`src/rtl/divcfg_pkg.sv`:
```
package divcfg_pkg;
   localparam int M_W   = 9;
   localparam int N_W   = 2;
   localparam int T_W   = 2;
   localparam int CFG_W = T_W + N_W + M_W;

   // field layout of the shift word, first-shifted field on top
   typedef struct packed {
      logic [T_W-1:0] t;
      logic [N_W-1:0] n;
      logic [M_W-1:0] m;
   } cfg_t;

   typedef enum logic [T_W-1:0] {
      TSEL_LOW   = 2'b00,
      TSEL_SHIFT = 2'b01,
      TSEL_TC    = 2'b10,
      TSEL_HIGH  = 2'b11
   } tsel_e;
endpackage

```
`src/rtl/divcfg_sync.sv`:
```
module divcfg_sync #(
   parameter int WIDTH  = 1,
   parameter int STAGES = 2
) (
   input  logic             clk,
   input  logic             rst_n,
   input  logic [WIDTH-1:0] d,
   output logic [WIDTH-1:0] q
);
   initial if (STAGES < 2) $error("divcfg_sync: STAGES must be at least 2");

   logic [WIDTH-1:0] stg [STAGES];

   genvar i;
   generate
      for (i = 0; i < STAGES; i++) begin : g_stg
         if (i == 0) begin : g_first
            always_ff @(posedge clk or negedge rst_n)
               if (!rst_n) stg[i] <= '0;
               else        stg[i] <= d;
         end else begin : g_rest
            always_ff @(posedge clk or negedge rst_n)
               if (!rst_n) stg[i] <= '0;
               else        stg[i] <= stg[i-1];
         end
      end
   endgenerate

   assign q = stg[STAGES-1];
endmodule

```
`src/rtl/divcfg_shift.sv`:
```
module divcfg_shift
   import divcfg_pkg::*;
(
   input  logic clk,
   input  logic rst_n,
   input  logic pl,
   input  logic sc_rise,
   input  logic sd,
   output cfg_t sr
);
   logic shift_en;
   assign shift_en = pl & sc_rise;

   always_ff @(posedge clk or negedge rst_n)
      if (!rst_n)        sr <= '0;
      else if (shift_en) sr <= cfg_t'({sr[CFG_W-2:0], sd});

   // new bit enters at the bottom, old contents move up one place
   assert_shift_in_R4: assert property (@(posedge clk) disable iff (!rst_n)
      (pl && sc_rise) |=> (sr[0] == $past(sd)) && (sr[CFG_W-1:1] == $past(sr[CFG_W-2:0])));
   // no serial clock edge, no movement
   assert_shift_hold_R4: assert property (@(posedge clk) disable iff (!rst_n)
      !(pl && sc_rise) |=> $stable(sr));
endmodule

```
`src/rtl/divcfg_active.sv`:
```
module divcfg_active
   import divcfg_pkg::*;
(
   input  logic           clk,
   input  logic           rst_n,
   input  logic           pl,
   input  logic           sl,
   input  logic           sl_rise,
   input  logic           sc_rise,
   input  logic           sd,
   input  logic [M_W-1:0] pm,
   input  logic [N_W-1:0] pn,
   input  cfg_t           sr_now,
   output cfg_t           act
);
   cfg_t sr_next;
   assign sr_next = cfg_t'({sr_now[CFG_W-2:0], sd});

   always_ff @(posedge clk or negedge rst_n)
      if (!rst_n) act <= '0;
      else if (!pl) begin
         act.m <= pm;
         act.n <= pn;
      end
      else if (sl_rise)          act <= sr_now;
      else if (sl && sc_rise)    act <= sr_next;

   // transparent parallel phase
   assert_par_follow_R2: assert property (@(posedge clk) disable iff (!rst_n)
      !pl |=> (act.m == $past(pm)) && (act.n == $past(pn)));
   // parallel phase never touches the test bits
   assert_par_keeps_t_R7: assert property (@(posedge clk) disable iff (!rst_n)
      !pl |=> $stable(act.t));
   // rising serial strobe transfers the shift register
   assert_ser_xfer_R5: assert property (@(posedge clk) disable iff (!rst_n)
      (pl && sl_rise) |=> act == $past(sr_now));
   // held strobe passes each new shift word through
   assert_ser_pass_R6: assert property (@(posedge clk) disable iff (!rst_n)
      (pl && sl && !sl_rise && sc_rise) |=> act == $past(sr_next));
   // latched state holds without a serial event
   assert_latch_hold_R3: assert property (@(posedge clk) disable iff (!rst_n)
      (pl && !sl_rise && !(sl && sc_rise)) |=> $stable(act));
endmodule

```
`src/rtl/divcfg_front.sv`:
```
module divcfg_front
   import divcfg_pkg::*;
#(
   parameter int MIN_M       = 25,
   parameter int MAX_M       = 31,
   parameter int SYNC_STAGES = 2
) (
   input  logic           clk,
   input  logic           rst_n,
   input  logic           par_load_n,
   input  logic [8:0]     par_m,
   input  logic [1:0]     par_n,
   input  logic           ser_data,
   input  logic           ser_clk,
   input  logic           ser_load,
   input  logic           m_tc,
   output logic [8:0]     m_out,
   output logic [1:0]     n_out,
   output logic [1:0]     t_out,
   output logic           test_out,
   output logic           m_valid
);
   localparam int SW = 4 + M_W + N_W;
   localparam logic [M_W-1:0] MIN_V = MIN_M[M_W-1:0];
   localparam logic [M_W-1:0] MAX_V = MAX_M[M_W-1:0];

   initial begin
      if (M_W != 9 || N_W != 2 || T_W != 2) $error("divcfg_front: field widths do not match ports");
      if (MIN_M > MAX_M)                    $error("divcfg_front: empty lock window");
      if (MAX_M >= (1 << M_W) || MIN_M < 0) $error("divcfg_front: lock window outside M range");
   end

   logic [SW-1:0] raw, syn;
   assign raw = {par_load_n, ser_load, ser_clk, ser_data, par_n, par_m};

   divcfg_sync #(.WIDTH(SW), .STAGES(SYNC_STAGES)) u_sync (
      .clk(clk), .rst_n(rst_n), .d(raw), .q(syn));

   logic           pl, sl, sc, sd;
   logic [M_W-1:0] pm;
   logic [N_W-1:0] pn;
   assign {pl, sl, sc, sd, pn, pm} = syn;

   logic sl_d, sc_d;
   always_ff @(posedge clk or negedge rst_n)
      if (!rst_n) begin
         sl_d <= 1'b0;
         sc_d <= 1'b0;
      end else begin
         sl_d <= sl;
         sc_d <= sc;
      end

   logic sl_rise, sc_rise;
   assign sl_rise = sl & ~sl_d;
   assign sc_rise = sc & ~sc_d;

   cfg_t sr, act;

   divcfg_shift u_shift (
      .clk(clk), .rst_n(rst_n), .pl(pl), .sc_rise(sc_rise), .sd(sd), .sr(sr));

   divcfg_active u_act (
      .clk(clk), .rst_n(rst_n), .pl(pl), .sl(sl), .sl_rise(sl_rise),
      .sc_rise(sc_rise), .sd(sd), .pm(pm), .pn(pn), .sr_now(sr), .act(act));

   logic sel_bit;
   always_comb begin
      unique case (tsel_e'(act.t))
         TSEL_LOW:   sel_bit = 1'b0;
         TSEL_SHIFT: sel_bit = sr[CFG_W-1];
         TSEL_TC:    sel_bit = m_tc;
         TSEL_HIGH:  sel_bit = 1'b1;
         default:    sel_bit = 1'b0;
      endcase
   end

   assign m_out    = act.m;
   assign n_out    = act.n;
   assign t_out    = act.t;
   assign test_out = pl & sel_bit;
   assign m_valid  = (act.m >= MIN_V) && (act.m <= MAX_V);

   // parallel mode keeps the TEST pin low
   assert_test_low_R8: assert property (@(posedge clk) disable iff (!rst_n)
      !pl |-> !test_out);
   // constant selections give constant levels outside parallel mode
   assert_test_high_R9: assert property (@(posedge clk) disable iff (!rst_n)
      (pl && t_out == 2'b11) |-> test_out);
endmodule

```
`config.mk`:
```
export PLATFORM = sky130hd
export DESIGN_NAME = divcfg_front
export DESIGN_NICKNAME = d
export VERILOG_FILES = /design/src/rtl/divcfg_pkg.sv /design/src/rtl/divcfg_sync.sv /design/src/rtl/divcfg_shift.sv /design/src/rtl/divcfg_active.sv /design/src/rtl/divcfg_front.sv
export SDC_FILE = /design/constraint.sdc
export NUM_CORES = 1
export LEC_CHECK = 0
export BUFFER_PORTS_ARGS = -buffer_cell sky130_fd_sc_hd__buf_2
export CORE_AREA = 2 2 96 98
export DETAILED_ROUTE_END_ITERATION = 10
export DIE_AREA = 0 0 98 100
export SKIP_CTS_REPAIR_TIMING = 1
export SLEW_MARGIN = 20
export SYNTH_ARGS = -nofsm -noshare
export SYNTH_HDL_FRONTEND = slang
export SYNTH_SLANG_ARGS = --single-unit
```
`constraint.sdc`:
```
create_clock -name clk -period 1.35 [get_ports clk]
set_input_delay 0.0675 -clock clk [delete_from_list [all_inputs] [get_ports clk]]
set_output_delay 0.0675 -clock clk [all_outputs]
set_load 0.01 [all_outputs]
```
---- Word level (Yosys, flattened, before mapping) ----
Cells that the tools add are included.
operators by class
  bitwise gates (word level) .............. 6
  muxes and demuxes ....................... 4
  equal/unequal tests ..................... 4
  magnitude comparators ................... 2
  reduce and logical (&&, ||, !) cells .... 5
operators with widths
  kind                count
  $mux 13             2
  $mux 11             1
  $ge 9x5->1 const B  1
  $le 9x5->1 const B  1
  $and 1x1->1         4
  $eq 2x2->1 const B  2
  $pmux 1 s4          1
  $ne 3x2->1 const B  1
  $eq 2x1->1 const B  1
  $logic_and 1x1->1   2
  $logic_not 2->1     1
  $not 1->1           2
  $reduce_and 2->1    1
  $reduce_bool 2->1   1
storage, ports and cells
  word-level logic and storage cells ...... 31
  register bits after elaboration ......... 58

---- Depth between registers and ports, before layout ----
  depth in word-level cells ............... 6
  mapped depth ............................ 5
  gate-level depth less buffers ........... 3

---- Hierarchy ----
A second synthesis with hierarchy kept.
unflattened totals
  cells, all modules ...................... 140
  area, all modules ....................... 2,229.6 µm²
modules (own cells, without submodules)
  module         cells each  area each (µm²)  times used
  divcfg_sync    45          863.3            1
  divcfg_active  57          730.7            1
  divcfg_shift   28          526.8            1
  divcfg_front   10          108.9            1

---- Worst setup path before layout ----
Ideal clock, no wire load.
  path type ............................... flip-flop to output port
  start point ............................. register, netlist name u_act.act[6]
  end point ............................... output port m_valid
  path slack .............................. -0.009 ns
  cell stages (with the launch flop) ...... 3
  required time ........................... 1.283 ns
  arrival time ............................ 1.291 ns
  cells stage by stage .................... dfrtp_1 -> or4b_1 -> nor4b_2
on the way
  cells in the longest elaborated chain, start to end .. 2
ends and longest elaborated chain
  element                                   line                RTL
  $ge 9x5->1 or $le 9x5->1 (tied branches)  divcfg_front.sv:82  assign m_valid = (act.m >= MIN_V) && (act.m <= MAX_V);
  $logic_and 1x1->1 (*)                     divcfg_front.sv:82
  end: declaration                          divcfg_front.sv:21  output logic m_valid
Mark *: on every way between the ends. The rest lies on a longest branch, timed or not.

---- Worst setup path in the final report ----
  start point ............................. register, netlist name u_act.act[5]
  end point ............................... output port m_valid
on the way
  cells in the longest elaborated chain, start to end .. 2
ends and longest elaborated chain
  element                                   line
  $ge 9x5->1 or $le 9x5->1 (tied branches)  divcfg_front.sv:82
  $logic_and 1x1->1 (*)                     divcfg_front.sv:82
Marks and branches as above.

==> run_results.csv <==
group,metric,value,unit
synth,synth.cells.most_frequent,"dfrtp_1 (58), mux2i_1 (31), mux2_2 (15)",
cells_and_area,antennaDiodeCount,0,
synth,yosys-top-cells-area,"dfrtp_1 (68%), mux2i_1 (15%), mux2_2 (7.9%)",
placed_design,dp_hpwl,2689,um
sta,fin_hold_ws,0.2022,ns
route,ant_nets,0,
synth,ys_types,23,
run_status,status,"finished, violations left",
sta,setup_violations,1,
global_routing,grt_max_degree,43,
synth,synthArstFlopShare,100.0,%
floorplan,die_area,9800,um2
setup_path,path_cells,"or4b_4, nor4b_4, buf_2",
setup_path,path_buf_inv,1,
placed_design,gp_congestion,0.7043,
global_routing,grt_usage,8.347,%
clock_network,ctsRootBufferMaster,"clkbuf_8",
global_routing,met3_usage,2.855,%
route,via_count,1247,
floorplan,initial_core_util,23.95,%
run_status,violations,"setup timing",
synth,netlist_area,2130,um2
synth,ys.flop_type,"dfrtp_1",
setup_path,rrSetupSlack,0.08,ns
power,peakVddDrop,0.0006676,V
power,leakage,1.440,nW
synth,synth_warnings,0,
clock_network,ctsLongestPathBuffers,2,
sta,worstMarginPinSlew,0.4149,ns
synth,yosys.area_share.simple,3.819,%
setup_path,slowest_stage,"or4b_4",
flow_run,drv_cap,0,
setup_path,rr_endpoint,"u_act.act[11]",
synth,yosysSeqAreaShare,68.16,%
setup_path,path_max_fanout,2,
route,drtIter0Drc,65,
synth,synth_cells,129,
clock_network,clk_pin_slew,0.06,ns
route,finalWirelength,3925,um
cells_and_area,drive_above_1_share,41.00,%
synth,synth.avg_cell_area,16.51,um2
floorplan,row_count,35,
synth,synthMuxAreaShare,23.91,%
floorplan,coreArea,8890,um2
synth,synth.most_common_cell,"dfrtp_1",
route,routed_via_density,4.010,
route,drc,0,
placed_design,dpl.cell_count,278,
setup_path,max_stage_delay,0.55,ns
min_path,hold_path_class,"in -> async",
sta,slew_headroom,72.34,%
synth,synth_top_cell_area_share,68.16,%
global_routing,grt-busiest-layer,"met2",
clock_network,clk_latency,0.33,ns
setup_path,start_kind,"flop",
global_routing,grt.overflow.total,0,
synth,synth_xor_xnor_area_share,0,%
setup_path,cp_top_family,"simple AND/OR/NAND/NOR gates",
power,power_density,1455,nW/um2
sta,fmaxAchievable,591.1,MHz
global_routing,antenna_found_initial,0,
setup_path,worstPathRequired,1.28,ns
cells_and_area,layout.cells.non_filler,311,
route,drt-pass1-iter-count,4,
setup_path,timing.rr.start,"sl_d",
global_routing,use_met1,10.52,%
synth,synth-compound-area-share,1.821,%
synth,syn_nets,147,
sta,grt_setup_unrepaired,"yes",
route,wl_per_cell,12.62,um
synth,synth_top_cell_by_area,"dfrtp_1",
cells_and_area,areaGrowthSynthToFinish,33.90,%
sta,finalWorstSetupSlack,-0.3416,ns
sta,finalHoldViolations,0,
power,finalPower,4.150,mW
clock_network,cts_tree,"yes",
synth,synth-adder-area-share,0,%
synth,synth_edf_count,0,
clock_network,numCtsBuffers,9,
setup_path,reg2reg_depth,3,
synth,synth_top_family_by_area,"multiplexers",
setup_path,arrival,1.62,ns
setup_path,critPathCaptureType,"output port",
placed_design,portBuffers,32,
cells_and_area,nNetsFinal,213,
clock_network,clkSinkCount,58,
global_routing,grt_pass1_wl,6120,um
sta,fin_worst_skew,0.007789,ns
cells_and_area,fin_util,32.08,%
sta,drv_slew,0,
synth,ys_ff_latch,58,
sta,period_minus_slack,1.692,ns
floorplan,fp.dieW,98,um
setup_path,criticalPathCategory,"reg -> out",
floorplan,fp.dieH,100,um
clock_network,ctsHtreeMaxLevel,3,
sta,fin_crit_sh,125.3,%
placed_design,dp_slack,-0.07116,ns
floorplan,ios,33,
global_routing,grt_pass1_vias,1242,
global_routing,met2_usage,12.54,%
[power breakdown]
part | switching (mW) | internal (mW) | leakage (nW)
logic | 0.270 | 0.377 | 0.653
registers | 0.176 | 1.97 | 0.701
clock network | 0.655 | 0.705 | 0.0851
[placed cells by master, fill, tap and decap left out]
master	n
nand3b_4	1
a21o_1	1
a21boi_0	1
nor2b_1	1
buf_4	11
dfrtp_2	1
buf_2	32
inv_1	1
nand4_1	1
nand2b_4	1
o21ai_0	1
o211ai_1	1
clkbuf_1	1
mux2_2	15
clkbuf_8	10
buf_6	1
clkinv_2	3
clkinvlp_4	2
buf_12	1
a21oi_1	1
dlygate4sd3_1	16
nand2b_1	1
nor3_1	1
nor4b_4	1
or4b_4	1
nand2_1	2
a31oi_1	1
dfrtp_1	57
mux2_4	2
mux2i_1	31
[worst max-delay path by stage]
| stage | startpoint | cells past startpoint | slack, ns | end |
|---|---|---|---|---|
| 3_5_place_dp | u_act.act[7] | 3 | -0.07 | m_valid |
| 6_report | u_act.act[5] | 3 | -0.34 | m_valid |
| 5_1_grt | u_act.act[5] | 3 | -0.38 | m_valid |
| 4_1_cts | u_act.act[6] | 3 | -0.44 | m_valid |
| 2_1_floorplan | u_act.act[6] | 2 | -0.0005 | m_valid |
| 3_3_place_gp | u_act.act[6] | 3 | -0.05 | m_valid |
[cell families (layout without fill, tap and decap cells)]
family / Yosys count / after routing
AOI/OAI and AO/OA: 6 / 6
muxes: 48 / 48
and+or+nand+nor: 10 / 10
DFF: 58 / 58
buffers and inverters: 7 / 78
[sequential cells by signal (all words and copies together) (netlist names)]
signal      flops
sl_d            1
u_shift.sr     13
sc_d            1
u_act.act      13
u_sync.stg     15
u_sync.q       15
[metal layers]
| layer | vias up | wire [um] |
|---|---|---|
| li1 | 586 | - |
| met1 | 625 | 1832 |
| met2 | 27 | 1851 |
| met3 | 9 | 167 |
| met4 | 0 | 73 |
| met5 | - | 0 |
[cell type report]
| type | instances | area, um2 |
|---|---|---|
| Tap cell | 111 | 138.9 |
| Inverter | 1 | 3.754 |
| Sequential cell | 58 | 1453 |
| Multi-Input combinational cell | 64 | 650.6 |
| Fill cell | 906 | 6038 |
| Clock inverter | 5 | 30.03 |
| Clock buffer | 11 | 141.4 |
| Timing Repair Buffer | 61 | 434.2 |
[metrics by stage]
step	setup TNS, ns	cell area (um2)
detailed placement	-0.07116	2499
global placement	-0.04912	2499
CTS	-0.4355	2670
finish	-0.3416	2851
floorplan	-0.0004814	2142
global route	-0.3802	2851
Note: power is estimated with default switching activity, not from simulation.
